**config.mk**
```make
export PLATFORM = sky130hd
export DESIGN_NAME = sync_pattern_tx
export DESIGN_NICKNAME = d
export VERILOG_FILES = /design/src/rtl/sync_tx_pkg.sv /design/src/rtl/sync_pat_reg.sv /design/src/rtl/sync_bit_ctr.sv /design/src/rtl/sync_pat_shifter.sv /design/src/rtl/sync_pattern_tx.sv
export SDC_FILE = /design/constraint.sdc
export NUM_CORES = 1
export LEC_CHECK = 0
export BUFFER_PORTS_ARGS = -buffer_cell sky130_fd_sc_hd__buf_2
export CORE_ASPECT_RATIO = 1.2
export CORE_MARGIN = 1
export CORE_UTILIZATION = 47
export CTS_CLUSTER_DIAMETER = 30
export CTS_CLUSTER_SIZE = 25
export DETAILED_ROUTE_END_ITERATION = 7
export PLACE_DENSITY = 0.76
export SYNTH_ARGS = -nofsm -noshare
export SYNTH_HDL_FRONTEND = slang
export SYNTH_SLANG_ARGS = --single-unit
```
**constraint.sdc**
```tcl
create_clock -name clk -period 1.6 [get_ports clk]
set_clock_uncertainty 0.15 [all_clocks]
set_input_delay 0.16 -clock clk [delete_from_list [all_inputs] [get_ports clk]]
set_output_delay 0.16 -clock clk [all_outputs]
set_load 0.05 [all_outputs]
```
**src/rtl/sync_tx_pkg.sv**
```systemverilog
package sync_tx_pkg;
  typedef enum logic {ST_IDLE = 1'b0, ST_SEND = 1'b1} tx_state_e;
endpackage

```
**src/rtl/sync_pat_reg.sv**
```systemverilog
module sync_pat_reg #(
  parameter int             PAT_W     = 16,
  parameter logic [PAT_W-1:0] RESET_PAT = 16'h7E7E
) (
  input  logic             clk,
  input  logic             rst,
  input  logic             wr_en,
  input  logic [PAT_W-1:0] wr_data,
  output logic [PAT_W-1:0] pat_q
);
  always_ff @(posedge clk) begin
    if (rst) pat_q <= RESET_PAT;
    else if (wr_en) pat_q <= wr_data;
  end

  // a write lands in the register by the next cycle
  assert_write_lands_R1: assert property (@(posedge clk) disable iff (rst)
    wr_en |=> (pat_q == $past(wr_data)));
  // without a write the register keeps its value
  assert_write_hold_R1: assert property (@(posedge clk) disable iff (rst)
    !wr_en |=> $stable(pat_q));
endmodule

```
**src/rtl/sync_bit_ctr.sv**
```systemverilog
module sync_bit_ctr #(
  parameter int PAT_W = 16,
  localparam int CNT_W = $clog2(PAT_W + 1)
) (
  input  logic clk,
  input  logic rst,
  input  logic load,
  input  logic adv,
  input  logic clr,
  output logic at_end,
  output logic before_end
);
  localparam logic [CNT_W-1:0] LAST = CNT_W'(PAT_W);
  localparam logic [CNT_W-1:0] PREV = CNT_W'(PAT_W - 1);

  logic [CNT_W-1:0] cnt_q;

  always_ff @(posedge clk) begin
    if (rst || clr) cnt_q <= '0;
    else if (load) cnt_q <= CNT_W'(1);
    else if (adv) cnt_q <= cnt_q + CNT_W'(1);
  end

  assign at_end     = (cnt_q == LAST);
  assign before_end = (cnt_q == PREV);

  // the count of emitted bits never passes the word length
  assert_cnt_range_R4: assert property (@(posedge clk) disable iff (rst)
    cnt_q <= LAST);
endmodule

```
**src/rtl/sync_pat_shifter.sv**
```systemverilog
module sync_pat_shifter
  import sync_tx_pkg::*;
#(
  parameter int   PAT_W      = 16,
  parameter logic IDLE_LEVEL = 1'b1
) (
  input  logic             clk,
  input  logic             rst,
  input  logic             bit_en,
  input  logic             sync_req,
  input  logic [PAT_W-1:0] pat_cur,
  input  logic             at_end,
  input  logic             before_end,
  output logic             ctr_load,
  output logic             ctr_adv,
  output logic             ctr_clr,
  output logic             tx_data,
  output logic             active,
  output logic             done
);
  tx_state_e        st_q;
  logic [PAT_W-1:0] sh_q;
  logic             start, stop, step;

  always_comb begin
    start = bit_en && sync_req && ((st_q == ST_IDLE) || at_end);
    stop  = bit_en && !sync_req && (st_q == ST_SEND) && at_end;
    step  = bit_en && (st_q == ST_SEND) && !at_end;
  end

  assign ctr_load = start;
  assign ctr_adv  = step;
  assign ctr_clr  = stop;

  always_ff @(posedge clk) begin
    if (rst) begin
      st_q    <= ST_IDLE;
      sh_q    <= '0;
      tx_data <= IDLE_LEVEL;
      done    <= 1'b0;
    end else begin
      done <= 1'b0;
      if (start) begin
        st_q    <= ST_SEND;
        tx_data <= pat_cur[0];
        sh_q    <= pat_cur >> 1;
      end else if (stop) begin
        st_q    <= ST_IDLE;
        tx_data <= IDLE_LEVEL;
      end else if (step) begin
        tx_data <= sh_q[0];
        sh_q    <= sh_q >> 1;
        done    <= before_end;
      end
    end
  end

  assign active = (st_q == ST_SEND);

  // line and state only move on a bit enable
  assert_hold_line_R9: assert property (@(posedge clk) disable iff (rst)
    !bit_en |=> ($stable(tx_data) && $stable(st_q)));
  // idle means idle level
  assert_idle_level_R8: assert property (@(posedge clk) disable iff (rst)
    (st_q == ST_IDLE) |-> (tx_data == IDLE_LEVEL));
  // strobe only during a repetition and never two cycles running
  assert_done_active_R5: assert property (@(posedge clk) disable iff (rst)
    done |-> (st_q == ST_SEND));
  assert_done_pulse_R5: assert property (@(posedge clk) disable iff (rst)
    done |=> !done);
  // the private copy is frozen between bit enables
  assert_snapshot_R6: assert property (@(posedge clk) disable iff (rst)
    ((st_q == ST_SEND) && !bit_en) |=> $stable(sh_q));
  // no release before the final bit
  assert_no_early_stop_R7: assert property (@(posedge clk) disable iff (rst)
    ((st_q == ST_SEND) && !at_end) |=> (st_q == ST_SEND));
endmodule

```
**src/rtl/sync_pattern_tx.sv**
```systemverilog
module sync_pattern_tx #(
  parameter int               PAT_W      = 16,
  parameter logic [PAT_W-1:0] RESET_PAT  = 16'h7E7E,
  parameter logic             IDLE_LEVEL = 1'b1
) (
  input  logic             clk,
  input  logic             rst,
  input  logic             pat_wr_en,
  input  logic [PAT_W-1:0] pat_wr_data,
  output logic [PAT_W-1:0] pat_rd_data,
  input  logic             bit_en,
  input  logic             sync_req,
  output logic             tx_data,
  output logic             tx_active,
  output logic             pat_done
);
  logic [PAT_W-1:0] pat_q;
  logic             at_end, before_end;
  logic             ctr_load, ctr_adv, ctr_clr;

  sync_pat_reg #(.PAT_W(PAT_W), .RESET_PAT(RESET_PAT)) u_reg (
    .clk     (clk),
    .rst     (rst),
    .wr_en   (pat_wr_en),
    .wr_data (pat_wr_data),
    .pat_q   (pat_q)
  );

  sync_bit_ctr #(.PAT_W(PAT_W)) u_ctr (
    .clk        (clk),
    .rst        (rst),
    .load       (ctr_load),
    .adv        (ctr_adv),
    .clr        (ctr_clr),
    .at_end     (at_end),
    .before_end (before_end)
  );

  sync_pat_shifter #(.PAT_W(PAT_W), .IDLE_LEVEL(IDLE_LEVEL)) u_shf (
    .clk        (clk),
    .rst        (rst),
    .bit_en     (bit_en),
    .sync_req   (sync_req),
    .pat_cur    (pat_q),
    .at_end     (at_end),
    .before_end (before_end),
    .ctr_load   (ctr_load),
    .ctr_adv    (ctr_adv),
    .ctr_clr    (ctr_clr),
    .tx_data    (tx_data),
    .active     (tx_active),
    .done       (pat_done)
  );

  assign pat_rd_data = pat_q;

  // a request seen on a bit enable while idle starts a word
  assert_start_R10: assert property (@(posedge clk) disable iff (rst)
    (!tx_active && bit_en && sync_req) |=> tx_active);
endmodule

```
# [Word level (Yosys, flattened, before mapping)]
# Cells that the tools add are included.
[classes] addsub=1 n_mul=0 n_div=0 order_cmp=0 n_eq_ne=3 n_shift=0 muxes=10 bitwise=2 reduce_logical=17
[op_table] cell="15-bit two-way mux" n=3
[op_table] cell="1-bit logical AND" n=7
[op_table] cell="1-bit two-way mux" n=7
[op_table] cell="5-bit by 1-bit adder with 5-bit output, second input constant" n=1
[op_table] cell="5-bit by 4-bit == test with 1-bit output, second input constant" n=1
[op_table] cell="5-bit == test, second input constant" n=1
[op_table] cell="2-bit nonzero test" n=2
[op_table] cell="4-bit OR reduction" n=1
[op_table] cell="3-bit nonzero test" n=1
[op_table] cell="1-bit logical NOT" n=2
[op_table] cell="1-bit logical OR" n=2
[op_table] cell="2-bit inequality test, second input constant" n=1
[op_table] cell="1-bit inverter" n=2
[op_table] cell="2-bit AND reduction" n=1
[op_table] cell="2-bit OR reduction" n=1
[totals] register_bits=39 latch_bits=0 ramBits=0 romBits=0 in_bits=21 wordCells=40 n_memories=0

# [Longest topological paths before layout]
# Gate-level depths: netlist of the first run.
[depth] word_depth=6 mapped_depth=7 mapped_depth_nobuf=6

# [Hierarchy]
# From an unflattened synthesis of the first run, not the netlist that was laid out.
[unflattened] hier_cells=187 hier_area_um2=1933.1
[by_module_without_submodules] module="sync_pat_shifter" instances=1 cells_each=104 area_per_inst_um2=1026.0 seq_area_each_um2=360.3
[by_module_without_submodules] module="sync_pat_reg" instances=1 cells_each=53 area_per_inst_um2=621.8 seq_area_each_um2=320.3
[by_module_without_submodules] module="sync_bit_ctr" instances=1 cells_each=30 area_per_inst_um2=285.3 seq_area_each_um2=100.1

# [Worst setup path after synthesis of the first run]
# OpenSTA, ideal clock, no wires.
[synth_path] path_type="reg-to-reg" startpoint="reg u_shf.st_q, in the netlist u_shf.active" endpoint="reg u_shf.st_q, in the netlist u_shf.active" setup_ns=0.117 arrival_time_ns=1.603 required_ns=1.333 path_slack_ns=-0.270 stages_incl_launch_ff=6 n_path_buf=1 synth_period_minus_slack_ns=1.870 cell_sequence="dfxtp_1 > clkbuf_2 > nand2_1 > o31ai_1 > inv_1 > a22o_1"
[synth_between] elab_chain_len=4 word_cells_on_any_way=7 classes_between="mux (1); bitwise (1); reduce/logical (5)"
[synth_rtl] element="start, declared" line_no="sync_pat_shifter.sv:21" rtl="tx_state_e st_q;"
[synth_rtl] element="start signal, assigned" line_no="sync_pat_shifter.sv:37" rtl="st_q <= ST_IDLE;"
[synth_rtl] element="start signal, assigned" line_no="sync_pat_shifter.sv:44" rtl="st_q <= ST_SEND;"
[synth_rtl] element="start signal, assigned" line_no="sync_pat_shifter.sv:48" rtl="st_q <= ST_IDLE;"
[synth_rtl] element="1-bit inverter" line_no="sync_pat_shifter.sv:26" rtl="start = bit_en && sync_req && ((st_q == ST_IDLE) || at_end);"
[synth_rtl] element="1-bit logical OR" line_no="sync_pat_shifter.sv:26"
[synth_rtl] element="1-bit logical AND" line_no="sync_pat_shifter.sv:26"
[synth_rtl] element="1-bit two-way mux / 2-bit nonzero test (equally long branches)"
# Several ways; a longest one is shown, not always the timed one.
# A chain may end at the register's enable or synchronous reset.

# [Worst setup path after layout of the first run]
[layout_path] startpoint="reg u_ctr.cnt_q[0]" endpoint="reg u_shf.sh_q[5]"
[layout_between] elab_chain_len=5 word_cells_on_any_way=10 classes_between="eq/ne (2); mux (1); reduce/logical (7)"
[layout_rtl] element="start, declared" line_no="sync_bit_ctr.sv:16" rtl="logic [CNT_W-1:0] cnt_q;"
[layout_rtl] element="start signal, assigned" line_no="sync_bit_ctr.sv:21" rtl="else if (adv) cnt_q <= cnt_q + CNT_W'(1);"
[layout_rtl] element="5-bit == test *" line_no="sync_bit_ctr.sv:24" rtl="assign at_end = (cnt_q == LAST);"
[layout_rtl] element="1-bit logical OR / 1-bit logical NOT (equally long branches)" line_no="sync_pat_shifter.sv:26, sync_pat_shifter.sv:28"
[layout_rtl] element="1-bit logical AND (on tied branches)" line_no="sync_pat_shifter.sv:26, sync_pat_shifter.sv:28"
[layout_rtl] element="2-bit inequality test (no source line) / 2-bit nonzero test (equally long branches)"
[layout_rtl] element="2-bit AND reduction (no source line)"
[layout_rtl] element="end signal, assigned" line_no="sync_pat_shifter.sv:46" rtl="sh_q <= pat_cur >> 1;"
[layout_rtl] element="end signal, assigned" line_no="sync_pat_shifter.sv:52" rtl="sh_q <= sh_q >> 1;"
[layout_rtl] element="end, declared" line_no="sync_pat_shifter.sv:22" rtl="logic [PAT_W-1:0] sh_q;"
# Mark *: on every way between the ends. The rest lies on a longest branch, timed or not.

==> results of run 1 <==
-- flip-flops by register name, indices dropped and copies added (netlist names) --
name           count
u_shf.done         1
u_shf.tx_data      1
u_shf.active       1
u_shf.sh_q        15
u_ctr.cnt_q        5
u_reg.pat_q       16
-- how the worst max path moves through the flow --
stage | cells after the start | slack, ns | to
5_1_grt | 7 | -0.13 | u_shf.sh_q[4]$_SDFFE_PP0P_
6_report | 7 | -0.08 | u_shf.sh_q[5]$_SDFFE_PP0P_
2_1_floorplan | 7 | -0.004 | u_shf.sh_q[13]$_SDFFE_PP0P_
3_3_place_gp | 7 | -0.04 | u_shf.sh_q[5]$_SDFFE_PP0P_
4_1_cts | 7 | -0.07 | u_shf.sh_q[5]$_SDFFE_PP0P_
3_5_place_dp | 7 | -0.08 | u_shf.sh_q[1]$_SDFFE_PP0P_
-- worst max-delay path, stage by stage, from the launching register on --
cell and delay, ns:
dfxtp_2 0.34, inv_2 0.04, ha_4 0.16, and4bb_2 0.26, o21ai_4 0.17, buf_12 0.16, nor2_1 0.06, a311oi_2 0.25
-- cells in the mapped netlist --
cell       instances
mux2i_1           18
a21oi_4            1
nand4bb_4          1
a22o_1             1
and2_1             1
clkbuf_2           1
nand2b_1           1
buf_2              4
nand4_1            1
a311oi_2           1
nor3_1             1
o21ai_0            1
a21oi_1            2
a31oi_1            1
and4bb_1           1
buf_6              1
nand2_1           44
a2bb2oi_1          1
xor2_1             2
nor2_1            26
and3_1             1
clkbuf_1           3
o21ai_2            1
inv_1              7
ha_1               3
nand3_1            1
buf_4              2
o31ai_1            1
dfxtp_1           39
a311oi_1          13
a211oi_1           2
a21o_1             1
-- repair_timing --
| action | 4_1_cts | 5_1_grt |
|---|---|---|
| resized for setup | 10 | 8 |
| endpoints found under the hold margin | 17 | 0 |
| hold buffers | 17 | 0 |
| setup endpoints to repair | 15 | 23 |
| buffers inserted | 1 | 2 |
| cloned | 1 | 0 |
| pin swaps | 2 | 5 |
-- power by group --
group          switching (mW)  leakage (nW)  total (mW)  internal [mW]
Clock                   0.310        0.0383       0.610          0.300
Sequential             0.0444         0.323        1.08           1.04
Combinational           0.282         0.631       0.483          0.201
Total                   0.636         0.993        2.18           1.54
-- cell families after synthesis --
| logic type | count (synthesis) |
|---|---|
| and+or+nand+nor | 78 |
| DFF | 39 |
| adders and majority gates | 3 |
| muxes | 18 |
| buffers and inverters | 18 |
| AOI/OAI and AO/OA | 26 |
| xor gates and xnor gates | 2 |
-- final cells by class --
type                            instances  area, um2  share of cell area
Clock buffer                            7       76.3              0.0329
Inverter                                7       26.3              0.0113
Multi-Input combinational cell        127        871               0.375
Sequential cell                        39        787               0.339
Tap cell                               37       46.3              0.0200
Timing Repair Buffer                   69        513               0.221
-- through the flow --
stage	instance area (um2)	setup WS [ns]	utilization	setup TNS [ns]
floorplan	1690	-0.00361	-	-0.00361
global placement	1970	-0.0364	0.585	-0.214
detailed placement	1970	-0.0805	0.585	-0.788
CTS	2300	-0.0691	0.682	-0.813
global route	2320	-0.132	0.689	-1.79
finish	2320	-0.0821	0.689	-0.547
-- routing by layer --
metal	routed length, um	track usage	part of all wire	vias up
met1	1660	0.268	0.44	718
met2	1950	0.393	0.52	25
met3	106	0.0517	0.028	5
li1	-	-	-	761
met5	0	0	0	-
met4	51	0.0732	0.014	0
==> flow_metrics.env, run 1 <==
export IMPL_outcome="complete, but fails checks"
export IMPL_violations="negative setup slack"
export IMPL_postRouteAntennaNets=0
export IMPL_power_density_mw_per_mm2=938
export IMPL_tightest_slew_ns=0.474
export IMPL_cts_tree="done"
export IMPL_ir_drop_uv=826
export IMPL_period_minus_slack_ns=1.68
export IMPL_grt_pass1_vias=1363
export IMPL_ff2ff_path_depth=7
export IMPL_synth_cell_types=32
export IMPL_synthMuxAreaShare=0.108
export IMPL_placementRows=23
export IMPL_clk_latency_ns=0.29
export IMPL_synth_seq_cells=39
export IMPL_min_delay_start="sync_req"
export IMPL_p_leak_nw=0.993
export IMPL_htreeDepth=2
export IMPL_setup_viol=15
export IMPL_final_common_cell="nand2_1"
export IMPL_antenna_found_initial=0
export IMPL_drc=0
export IMPL_grt_total_usage=0.222
export IMPL_io_pins=40
export IMPL_die_w_um=56.3
export IMPL_r2r_setup_slack_ns=-0.08
export IMPL_start_kind="register"
export IMPL_setup_worst_path_end_class="register"
export IMPL_wirelength_mm=3.77
export IMPL_r2r_end="u_shf.sh_q[5]$_SDFFE_PP0P_"
export IMPL_cts_sinks=39
export IMPL_finalHoldViolations=0
export IMPL_syn_area_per_cell_um2=9.05
export IMPL_whs_ns=0.124
export IMPL_gr_total_overflow=0
export IMPL_setup_ws_ns=-0.0821
export IMPL_numPortBuffers=39
export IMPL_r2r_start="u_ctr.cnt_q[0]$_SDFFE_PP0P_"
export IMPL_vias=1509
export IMPL_synthXorXnorAreaFrac=0.0105
export IMPL_dr_pass1_iters=4
export IMPL_required_ns=1.64
export IMPL_via_per_inst=5.28
export IMPL_nNetsFinal=273
export IMPL_seq_area_frac_synth=0.469
export IMPL_cts_made_buffers=5
export IMPL_grt_pass1_wl_mm=6.38
export IMPL_start_util=0.495
export IMPL_crit_start="u_ctr.cnt_q[0]$_SDFFE_PP0P_"
export IMPL_gp_congestion=0.786
export IMPL_syn_inst=184
export IMPL_min_path_cells=4
export IMPL_drv_slew=0
export IMPL_ctsLongestPathBuffers=2
export IMPL_period_share=1.05
export IMPL_layout_common_cells="nand2_1, buf_2, dfxtp_1"
export IMPL_synthTopCellsByArea="dfxtp_1, mux2i_1, nand2_1"
export IMPL_relSlewSlack=0.684
export IMPL_fp_dieArea_mm2=0.00379
export IMPL_hold_class="in -> reg"
export IMPL_synthesis_area_mm2=0.00167
export IMPL_hold_path_end="u_shf.tx_data$_SDFFE_PP1P_"
export IMPL_synthSimpleGateAreaFrac=0.203
export IMPL_synth_top_area_cell="dfxtp_1"
export IMPL_synth_top_family_by_area="simple AND/OR/NAND/NOR gates"
export IMPL_dieHeight_um=67.2
export IMPL_syn_to_final_growth_pct=39.3
export IMPL_yosys_area_share_adder=0.0225
export IMPL_fp_coreArea_mm2=0.00337
export IMPL_arrival_ns=1.72
export IMPL_synth_compound_gate_area_share=0.134
export IMPL_crit_type="reg -> reg"
export IMPL_max_freq_mhz=594
export IMPL_dp_cells=259
export IMPL_path_clk_slew_ns=0.07
export IMPL_drive_above_1_share=0.313
export IMPL_p_total_mw=2.18
export IMPL_fill_cells=272
export IMPL_drv_cap=0
export IMPL_dp_hpwl_mm=2.29
export IMPL_num_antenna_cells=0
export IMPL_fin_cells=286
export IMPL_grt_max_degree=20
export IMPL_first_iter_violations=44
export IMPL_cts_root_buffer="clkbuf_8"
export IMPL_rsz0062_at_grt="true"
export IMPL_syn_num_nets=208
export IMPL_cp_max_fo=16
export IMPL_routedWlPerCell_um=13.2
export IMPL_yosysWarnings=0
export IMPL_synth_top_area_share=0.469
(Power assumes the default switching activity.)
==> run 2, diff against run 1 <==
RECOVER_POWER = 50   (was not set)
==> run 2 against run 1 <==
The run still ends with negative setup slack left. Critical path type unchanged. Non-clock buffer count stayed put. Final area shrank 0.11%. Critical path depth unchanged. Largest cell class unchanged. Utilization decreased by 0.074 points. Clock power about the same. Clock-buffer cell count stayed put. Combinational power about the same. Die area unchanged.
==> flow_metrics.env, run 2 (same netlist as run 1, synthesis figures left out) <==
export IMPL_max_freq_mhz=594
export IMPL_largest_register_ffs=16
export IMPL_dp_cells=259
export IMPL_vias=1508
export IMPL_start_kind="register"
export IMPL_place_ws_ns=-0.0805
export IMPL_period_share=1.05
export IMPL_setup_ws_ns=-0.0821
export IMPL_dieHeight_um=67.2
export IMPL_violations="negative setup slack"
export IMPL_start_util=0.495
export IMPL_drive_above_1_share=0.305
export IMPL_grt_pass1_vias=1363
export IMPL_r2r_start="u_ctr.cnt_q[0]$_SDFFE_PP0P_"
export IMPL_numPortBuffers=39
export IMPL_power_density_mw_per_mm2=939
export IMPL_finalHoldViolations=0
export IMPL_final_common_cell="nand2_1"
export IMPL_drc=0
export IMPL_dr_pass1_iters=4
export IMPL_drv_cap=0
export IMPL_cts_made_buffers=5
export IMPL_placementRows=23
export IMPL_tightest_slew_ns=0.587
export IMPL_hold_class="in -> reg"
export IMPL_cp_max_fo=16
export IMPL_setup_worst_path_end_class="register"
export IMPL_grt_max_degree=20
export IMPL_cts_tree="done"
export IMPL_p_leak_nw=0.986
export IMPL_crit_start="u_ctr.cnt_q[0]$_SDFFE_PP0P_"
export IMPL_finalSetupTns_ns=-0.550
export IMPL_r2r_setup_slack_ns=-0.08
export IMPL_required_ns=1.64
export IMPL_die_w_um=56.3
export IMPL_num_antenna_cells=0
export IMPL_crit_type="reg -> reg"
export IMPL_gr_total_overflow=0
export IMPL_via_per_inst=5.27
export IMPL_dp_hpwl_mm=2.29
export IMPL_wirelength_mm=3.77
export IMPL_period_minus_slack_ns=1.68
export IMPL_ctsLongestPathBuffers=2
export IMPL_cts_root_buffer="clkbuf_8"
export IMPL_fin_cells=286
export IMPL_relSlewSlack=0.611
export IMPL_gp_congestion=0.786
export IMPL_outcome="complete, but fails checks"
export IMPL_place_area_mm2=0.00197
export IMPL_p_total_mw=2.18
export IMPL_top_regs="u_reg.pat_q (16), u_shf.sh_q (15), u_ctr.cnt_q (5)"
export IMPL_cts_sinks=39
export IMPL_setup_viol=15
export IMPL_largest_register="u_reg.pat_q"
export IMPL_finalInstanceArea_mm2=0.00232
export IMPL_first_iter_violations=44
export IMPL_fp_dieArea_mm2=0.00379
export IMPL_grt_pass1_wl_mm=6.38
export IMPL_grt_total_usage=0.222
export IMPL_min_delay_start="sync_req"
export IMPL_whs_ns=0.124
export IMPL_arrival_ns=1.72
export IMPL_postRouteAntennaNets=0
export IMPL_clk_latency_ns=0.29
export IMPL_layout_common_cells="nand2_1, buf_2, dfxtp_1"
export IMPL_drv_slew=0
export IMPL_path_clk_slew_ns=0.07
export IMPL_syn_to_final_growth_pct=39.1
export IMPL_routedWlPerCell_um=13.2
export IMPL_htreeDepth=2
export IMPL_rsz0062_at_grt="true"
export IMPL_ir_drop_uv=826
export IMPL_io_pins=40
export IMPL_nNetsFinal=273
export IMPL_fp_coreArea_mm2=0.00337
export IMPL_antenna_found_initial=0
export IMPL_post_route_util=0.688
[run 2: final cells by class]
cell class,count,area (um2)
Sequential cell,39,787
Clock buffer,7,76.3
Tap cell,37,46.3
Inverter,7,26.3
Fill cell,274,1050
Timing Repair Buffer,69,510
Multi-Input combinational cell,127,871
[run 2: final timing paths]
check                                                   to  depth (start not counted)
worst max-delay path            u_shf.sh_q[5]$_SDFFE_PP0P_                          7
worst min-delay path            u_shf.tx_data$_SDFFE_PP1P_                          4
worst max register to register  u_shf.sh_q[5]$_SDFFE_PP0P_                          7
worst min register to register  u_shf.sh_q[2]$_SDFFE_PP0P_                          2
[run 2: metal layers]
metal,wire (um),vias up,track usage
met2,1950,25,0.393
met5,0,-,0
li1,-,760,-
met3,106,5,0.0517
met4,51,0,0.0732
met1,1660,718,0.268
[run 2: power by group]
group / internal [mW] / switching [mW]
Clock: 0.300 / 0.311
Combinational: 0.201 / 0.282
Sequential: 1.04 / 0.0445
Total: 1.54 / 0.637
[run 2: timing repair]
action,in CTS,in global routing
setup endpoints to repair,15,23
cloned,1,0
buffers inserted,1,2
endpoints found under the hold margin,17,0
gates resized for setup,10,8
hold buffers,17,0
pin swaps,2,5
[run 2: worst max-delay path: stages (launching register included)]
cell and delay (ns):
dfxtp_2 0.34, inv_2 0.04, ha_4 0.16, and4bb_2 0.26, o21ai_4 0.17, buf_12 0.16, nor2_1 0.06, a311oi_2 0.25
